==> src/rtl/smt_pkg.sv <==
// Package: register addresses and status bit positions shared by the
// split-byte modulo timer. Assumes an 8-bit register port.
package smt_pkg;
    localparam int ADDR_W = 3;
    localparam logic [ADDR_W-1:0] A_STAT  = 3'd0;
    localparam logic [ADDR_W-1:0] A_CNT_H = 3'd1;
    localparam logic [ADDR_W-1:0] A_CNT_L = 3'd2;
    localparam logic [ADDR_W-1:0] A_LIM_H = 3'd3;
    localparam logic [ADDR_W-1:0] A_LIM_L = 3'd4;
    localparam int B_FLAG = 7;
    localparam int B_IE   = 6;
    localparam int B_CRST = 5;
endpackage

==> src/rtl/smt_count_core.sv <==
// Counter core: counts on qualified ticks, compares against the active
// limit and restarts from zero on the tick after a match. Assumes clr has
// priority over counting and that halt freezes the count entirely.
module smt_count_core #(
    parameter int W = 16
) (
    input  logic         clk,
    input  logic         rst_n,
    input  logic         tick,
    input  logic         halt,
    input  logic         clr,
    input  logic [W-1:0] limit,
    output logic [W-1:0] cnt,
    output logic         wrap
);
    logic adv;

    // qualified advance and the wrap event seen by the flag logic
    always_comb begin
        adv  = tick && !halt && !clr;
        wrap = adv && (cnt == limit);
    end

    // count register with forced clear and restart on match
    always_ff @(posedge clk) begin
        if (!rst_n)      cnt <= '0;
        else if (clr)    cnt <= '0;
        else if (wrap)   cnt <= '0;
        else if (adv)    cnt <= cnt + 1'b1;
    end

    a_r1_wrap_to_zero: assert property (@(posedge clk) disable iff (!rst_n)
        (tick && !halt && !clr && cnt == limit) |=> (cnt == '0));
    a_r7_clear: assert property (@(posedge clk) disable iff (!rst_n)
        clr |=> (cnt == '0));
    a_r8_hold_idle: assert property (@(posedge clk) disable iff (!rst_n)
        (!tick && !clr) |=> $stable(cnt));
    a_r6_break_hold: assert property (@(posedge clk) disable iff (!rst_n)
        (halt && !clr) |=> $stable(cnt));
endmodule

==> src/rtl/smt_limit_stage.sv <==
// Limit register: the high byte is staged and the full word commits on the
// low-byte write. Overflow suppression spans staged-high to low write.
// Assumes W = 2*BW.
module smt_limit_stage #(
    parameter int W  = 16,
    parameter int BW = 8
) (
    input  logic          clk,
    input  logic          rst_n,
    input  logic          wr_hi,
    input  logic          wr_lo,
    input  logic [BW-1:0] wdata,
    output logic [W-1:0]  limit,
    output logic [BW-1:0] staged_hi,
    output logic          suppress
);
    localparam int HW = W - BW;

    // staging byte for the upper half
    always_ff @(posedge clk) begin
        if (!rst_n)     staged_hi <= '1;
        else if (wr_hi) staged_hi <= wdata[HW-1:0];
    end

    // whole-word commit on low-byte write
    always_ff @(posedge clk) begin
        if (!rst_n)     limit <= '1;
        else if (wr_lo) limit <= {staged_hi, wdata};
    end

    // suppression window open from high write until low write
    always_ff @(posedge clk) begin
        if (!rst_n)     suppress <= 1'b0;
        else if (wr_lo) suppress <= 1'b0;
        else if (wr_hi) suppress <= 1'b1;
    end

    a_r11_word_commit: assert property (@(posedge clk) disable iff (!rst_n)
        !wr_lo |=> $stable(limit));
    a_r3_window_open: assert property (@(posedge clk) disable iff (!rst_n)
        (wr_hi && !wr_lo) |=> suppress);
endmodule

==> src/rtl/smt_read_latch.sv <==
// Low-byte capture: a high-byte read freezes the low byte; the next low-byte
// read returns it and releases. Break has no effect on release.
module smt_read_latch #(
    parameter int BW = 8
) (
    input  logic          clk,
    input  logic          rst_n,
    input  logic          rd_hi,
    input  logic          rd_lo,
    input  logic [BW-1:0] live_lo,
    output logic [BW-1:0] lo_view
);
    logic          held;
    logic [BW-1:0] snap;

    // capture on high read, release on low read
    always_ff @(posedge clk) begin
        if (!rst_n) begin
            held <= 1'b0;
            snap <= '0;
        end else if (rd_hi) begin
            held <= 1'b1;
            snap <= live_lo;
        end else if (rd_lo) begin
            held <= 1'b0;
        end
    end

    // low-byte view seen by the read mux
    always_comb lo_view = held ? snap : live_lo;

    a_r4_snap_stable: assert property (@(posedge clk) disable iff (!rst_n)
        (held && !rd_hi) |=> $stable(snap));
    a_r5_held_until_read: assert property (@(posedge clk) disable iff (!rst_n)
        (held && !rd_lo) |=> held);
endmodule

==> src/rtl/smt_flag_ctl.sv <==
// Overflow flag with read-then-write-zero clear handshake and interrupt
// enable. Assumes a status read and write never share a cycle.
module smt_flag_ctl (
    input  logic clk,
    input  logic rst_n,
    input  logic wrap,
    input  logic suppress,
    input  logic brk,
    input  logic rd_stat,
    input  logic wr_stat,
    input  logic wflag,
    input  logic wie,
    output logic flag,
    output logic ie,
    output logic irq
);
    logic armed;

    // arm on a status read that sees the flag, outside break
    always_ff @(posedge clk) begin
        if (!rst_n)                       armed <= 1'b0;
        else if (wr_stat)                 armed <= 1'b0;
        else if (rd_stat && flag && !brk) armed <= 1'b1;
    end

    // flag: set on unsuppressed wrap, clear on armed zero write
    always_ff @(posedge clk) begin
        if (!rst_n)                            flag <= 1'b0;
        else if (wrap && !suppress)            flag <= 1'b1;
        else if (wr_stat && armed && !wflag)   flag <= 1'b0;
    end

    // interrupt enable bit
    always_ff @(posedge clk) begin
        if (!rst_n)       ie <= 1'b0;
        else if (wr_stat) ie <= wie;
    end

    // request line
    always_comb irq = flag && ie;

    a_r3_no_overflow: assert property (@(posedge clk) disable iff (!rst_n)
        (suppress && !flag) |=> !flag);
    a_r9_no_clear_unarmed: assert property (@(posedge clk) disable iff (!rst_n)
        (flag && !armed) |=> flag);
    a_r6_no_arm_in_break: assert property (@(posedge clk) disable iff (!rst_n)
        (brk && !armed) |=> !armed);
endmodule

==> src/rtl/split_mod_timer.sv <==
// Top: 8-bit register port over a 16-bit modulo counter. Decodes accesses,
// routes side effects and muxes read data combinationally in the access
// cycle. Assumes one access per bus_sel cycle.
module split_mod_timer
    import smt_pkg::*;
#(
    parameter int CNT_W = 16,
    parameter int BUS_W = 8
) (
    input  logic              clk,
    input  logic              rst_n,
    input  logic              tick_en,
    input  logic              dbg_brk,
    input  logic              bus_sel,
    input  logic              bus_wr,
    input  logic [ADDR_W-1:0] bus_addr,
    input  logic [BUS_W-1:0]  bus_wdata,
    output logic [BUS_W-1:0]  bus_rdata,
    output logic              irq
);
    localparam int HI_W = CNT_W - BUS_W;

    logic rd, wr;
    logic rd_stat, wr_stat, rd_ch, rd_cl, wr_lh, wr_ll, cnt_clr;
    logic [CNT_W-1:0] cnt, limit;
    logic [HI_W-1:0]  staged_hi;
    logic [BUS_W-1:0] lo_view;
    logic wrap, suppress, flag, ie;

    // access decode
    always_comb begin
        rd      = bus_sel && !bus_wr;
        wr      = bus_sel &&  bus_wr;
        rd_stat = rd && (bus_addr == A_STAT);
        wr_stat = wr && (bus_addr == A_STAT);
        rd_ch   = rd && (bus_addr == A_CNT_H);
        rd_cl   = rd && (bus_addr == A_CNT_L);
        wr_lh   = wr && (bus_addr == A_LIM_H);
        wr_ll   = wr && (bus_addr == A_LIM_L);
        cnt_clr = wr_stat && bus_wdata[B_CRST];
    end

    smt_count_core #(.W(CNT_W)) core_i (
        .clk(clk), .rst_n(rst_n), .tick(tick_en), .halt(dbg_brk),
        .clr(cnt_clr), .limit(limit), .cnt(cnt), .wrap(wrap)
    );

    smt_limit_stage #(.W(CNT_W), .BW(BUS_W)) lim_i (
        .clk(clk), .rst_n(rst_n), .wr_hi(wr_lh), .wr_lo(wr_ll),
        .wdata(bus_wdata), .limit(limit), .staged_hi(staged_hi),
        .suppress(suppress)
    );

    smt_read_latch #(.BW(BUS_W)) lat_i (
        .clk(clk), .rst_n(rst_n), .rd_hi(rd_ch), .rd_lo(rd_cl),
        .live_lo(cnt[BUS_W-1:0]), .lo_view(lo_view)
    );

    smt_flag_ctl flg_i (
        .clk(clk), .rst_n(rst_n), .wrap(wrap), .suppress(suppress),
        .brk(dbg_brk), .rd_stat(rd_stat), .wr_stat(wr_stat),
        .wflag(bus_wdata[B_FLAG]), .wie(bus_wdata[B_IE]),
        .flag(flag), .ie(ie), .irq(irq)
    );

    // read data mux for the addressed register
    always_comb begin
        bus_rdata = '0;
        unique case (bus_addr)
            A_STAT: begin
                bus_rdata[B_FLAG] = flag;
                bus_rdata[B_IE]   = ie;
            end
            A_CNT_H: bus_rdata = BUS_W'(cnt[CNT_W-1:BUS_W]);
            A_CNT_L: bus_rdata = lo_view;
            A_LIM_H: bus_rdata = BUS_W'(staged_hi);
            A_LIM_L: bus_rdata = limit[BUS_W-1:0];
            default: bus_rdata = '0;
        endcase
    end

    a_r10_irq_needs_flag: assert property (@(posedge clk) disable iff (!rst_n)
        irq |-> (bus_addr != A_STAT || bus_rdata[B_FLAG]));
endmodule

==> config.mk <==
export PLATFORM = sky130hd
export DESIGN_NAME = split_mod_timer
export DESIGN_NICKNAME = d
export VERILOG_FILES = /design/src/rtl/smt_pkg.sv /design/src/rtl/smt_count_core.sv /design/src/rtl/smt_limit_stage.sv /design/src/rtl/smt_read_latch.sv /design/src/rtl/smt_flag_ctl.sv /design/src/rtl/split_mod_timer.sv
export SDC_FILE = /design/constraint.sdc
export NUM_CORES = 1
export LEC_CHECK = 0
export BUFFER_PORTS_ARGS = -buffer_cell sky130_fd_sc_hd__buf_4
export CAP_MARGIN = 40
export CORE_MARGIN = 2
export CORE_UTILIZATION = 47
export DETAILED_ROUTE_END_ITERATION = 6
export PLACE_DENSITY = 0.74
export REMOVE_ABC_BUFFERS = 1
export SLEW_MARGIN = 15
export SYNTH_ARGS = -nofsm -noshare
export SYNTH_HDL_FRONTEND = slang
export SYNTH_SLANG_ARGS = --single-unit
==> constraint.sdc <==
create_clock -name clk -period 1.9 [get_ports clk]
set_clock_uncertainty 0.1 [all_clocks]
set_input_delay 0.19 -clock clk [delete_from_list [all_inputs] [get_ports clk]]
set_output_delay 0.19 -clock clk [all_outputs]
set_load 0.005 [all_outputs]
==> impl_results.md <==
* Sequential area share after synthesis at 0.380
* Highest ir drop seen on vdd at 379 uV
* Cell area after placement at 3100 um^2
* Largest stage delay on the critical path at 0.45 ns
* GRT Residual Overflow at 0
* CTS root buf: clkbuf_8
* Post-detailed-route wirelength per cell at 16.1 um
* Clock tree from TritonCTS: yes
* Fraction of power spent switching nets at 0.234
* Post-synth EDFFs at 0
* Vias in the first global route at 2292
* Clock insertion delay at the later pin of the skew report at 0.31 ns
* Worst setup path class: reg -> out
* Share of total power in sequential cells at 0.529
* Final min period at 1.83 ns
* Endpoints failing setup at 0
* Via density at 5.50
* Endpoint required time on the critical path at 1.61 ns
* Max Root-Sink Buffers at 2
* Count of antenna diodes in the layout at 0
* Peak Freq at 546 MHz
* Floorplan Core Area at 5850 um^2
* Library cell occupying the most area in the post-synthesis netlist: dfxtp_1
* Leak at 1.34 nW
* Max Cap Violations at 0
* Crit path cell chain: mux2i_2 > nor2_1 > a21oi_1 > o22ai_1 > buf_4
* Area used by sequential logic in the layout at 1070 um^2
* Global router's overall resource usage at 0.233
* Die Footprint at 6580 um^2
* Initial Util at 0.478
* Count of synthesis-stage warnings from yosys at 0
* Layout Cell Area excl Fill at 3270 um^2
* Worst hold path type: in -> reg
* Setup WS pre-CTS at 0.104 ns
* Status: finished, final reports clean
* Crit. Startpoint: lat_i.held
* Worst-margin pin slew at 0.629 ns
* Final standard cell utilization of the core at 0.560
* Power Dens Cells at 659 nW/um^2
* Synthesized netlist cell count at 325
* Clock sink count at 53
* Commonest non-fill, non-tap cells in the layout: nand2_1, dfxtp_1, buf_4
* Num ports at 26
* Post-synthesis cell type count at 47
* Commonest non-fill, non-tap cell in the layout: nand2_1
* Net total in the final layout at 377
* Critical Path Stages at 5
* Largest net degree at the start of global routing at 21
* Flip-flop and latch count after synthesis at 53
* Proportion of layout cells with a drive suffix above 1 at 0.233
* Highest fanout seen on the critical path at 9
* Area share of the largest cell type after synthesis at 0.380
* R2R Setup Slk at 0.17 ns
* Clock slew at reported path FFs at 0.10 ns
* Endpoint type of the worst setup path: primary output
* Switching power at 0.506 mW
* Finished Layout Cells at 435
* Signed area change from the synthesized netlist to the final layout at 17.1%
* Internal power contribution at 1.65 mW
* Number of input and output port buffers inserted at 25
* Worst relative slew slack at 0.580
* Router iterations before antenna repair at 4
* Post-Synthesis Mean Instance Area at 8.60 um^2
* Global placement routability congestion at 0.899
* Cell type of the slowest stage on the worst timing path: dfxtp_4
* Count of filler cells inserted in the layout at 512
* Routed Wire Length at 7.01 mm
* Via count at 2394
* Clock buffers created by TritonCTS at 5
* Crit path launch type: flop
* Setup WS post-layout at 0.0697 ns
* Reg2Reg Launch Point: core_i.cnt[3]
* Ys flop type: dfxtp_1
* RSZ-0062 raised after global routing: true
* Area contributors post-synth: dfxtp_1, nand2_1, xor2_1
* Total standard cell area after synthesis at 2800 um^2
* Number of DRC markers in iteration 0 at 187
* Clock share of power at 0.374
* Sum of negative setup slack at 0 ns
* Cell Count Post-Placement at 423
* Antenna Nets Post-Route at 0
* Initial antenna violation count at 0
* Number of placement rows at 28
* Arrival time of data at the critical path endpoint at 1.54 ns
* Post-route clock period utilization at 0.963
* Chip height at 81.1 um
* Detailed Place HPWL at 5.34 mm
* End of the worst register-to-register path: core_i.cnt[15]
* Hold violation total from the final report at 0
* DRC violations left at 0
* Number of H-tree levels at 2
* Number of buffers inserted to repair setup after CTS at 0
* Reg2Reg Depth at 5
* Synth async-reset ratio at 0
* Wire length of the first global-routing pass at 11.6 mm
* Die outline width at 81.1 um
* CP delay by family, top: flip-flops
* Multi-input combinational cell area at 1630 um^2
* CP Buf/Inv Count at 1
* Fraction of power consumed by combinational cells at 0.097
* Endpoint of the worst setup timing path: bus_rdata[7]
* Slew Limit Fails at 0
## power by group through the flow
| stage | clock (mW) | combinational (mW) | sequential, mW |
|---|---|---|---|
| 6_report | 0.808 | 0.209 | 1.14 |
| 5_1_grt | 0.855 | 0.228 | 1.14 |
| 4_1_cts | 0.813 | 0.208 | 1.14 |
| 3_5_place_dp | 0 | 0.200 | 1.17 |
| 3_3_place_gp | 0 | 0.197 | 1.17 |
| 2_1_floorplan | 0 | 0.0926 | 1.16 |
## Yosys cell counts (all sizes together), types with 3 or more instances
master   n
nor3     5
nor2    26
mux2     6
nor2b   11
clkbuf   6
xor2    25
nand4    5
nor4     6
a221o    3
buf     11
a22oi    3
nand2b   4
o21ai    7
a21oi    8
nand2   66
xnor2    5
and3     4
mux2i   15
nand3   35
dfxtp   53
## state kept, by name, summed over array words and instances (netlist names)
register         count
core_i.cnt          16
lim_i.limit         16
lat_i.snap           8
lim_i.staged_hi      8
flg_i.armed          1
flg_i.flag           1
flg_i.ie             1
lat_i.held           1
lim_i.suppress       1
## worst min-delay path: cells and delay by family
kind / cells / cell delay (ns)
simple gates: 2 / 0.11
buf+inv: 1 / 0.08
## metal layers
metal | share of wire | GRT usage
met1 | 0.46 | 0.313
met2 | 0.45 | 0.362
met3 | 0.053 | 0.0389
met4 | 0.033 | 0.115
met5 | 0 | 0
## metrics by stage
stage          hold slack, ns  power, mW
5_1_grt                0.0108       2.23
4_1_cts               0.00962       2.16
2_1_floorplan           0.162       1.25
3_3_place_gp            0.307       1.36
6_report              0.00464       2.16
3_5_place_dp            0.314       1.37
## how the worst min path moves through the flow
| stage | start | to | depth (start not counted) |
|---|---|---|---|
| 2_1_floorplan | rst_n | lim_i.limit[0] | 1 |
| 6_report | bus_wdata[0] | lim_i.staged_hi[0] | 3 |
| 4_1_cts | bus_wdata[0] | lim_i.limit[0] | 3 |
| 5_1_grt | bus_wdata[0] | lim_i.staged_hi[0] | 3 |
| 3_3_place_gp | bus_wdata[2] | lim_i.limit[2] | 3 |
| 3_5_place_dp | bus_wdata[3] | lim_i.staged_hi[3] | 3 |
## layout make-up
class,instances,area share
timing repair buffer,44,0.108
sequential,53,0.326
clock buffer,6,0.0252
multi-input combinational,253,0.499
tap,75,0.0287
clock inverter,2,0.0115
inverter,2,0.00229
## kinds of logic (layout without fill, tap and decap cells)
logic type,count (synthesis),count (layout),share of synthesized area
AO/OA/AOI/OAI,29,29,0.0743
XOR/XNOR,30,30,0.0994
adder cells (fa/ha/maj),1,1,0.00448
buffers and inverters,19,54,0.0403
flip-flops,53,53,0.380
multiplexers,21,21,0.0779
AND/OR/NAND/NOR,172,172,0.324
## timing repair
action | CTS | global route
hold buffers | 4 | 0
endpoints found under the setup margin | 8 | 7
resized for setup | 1 | 5
endpoints found under the hold margin | 5 | 0
No activity file was read; power rests on OpenSTA's default activity.
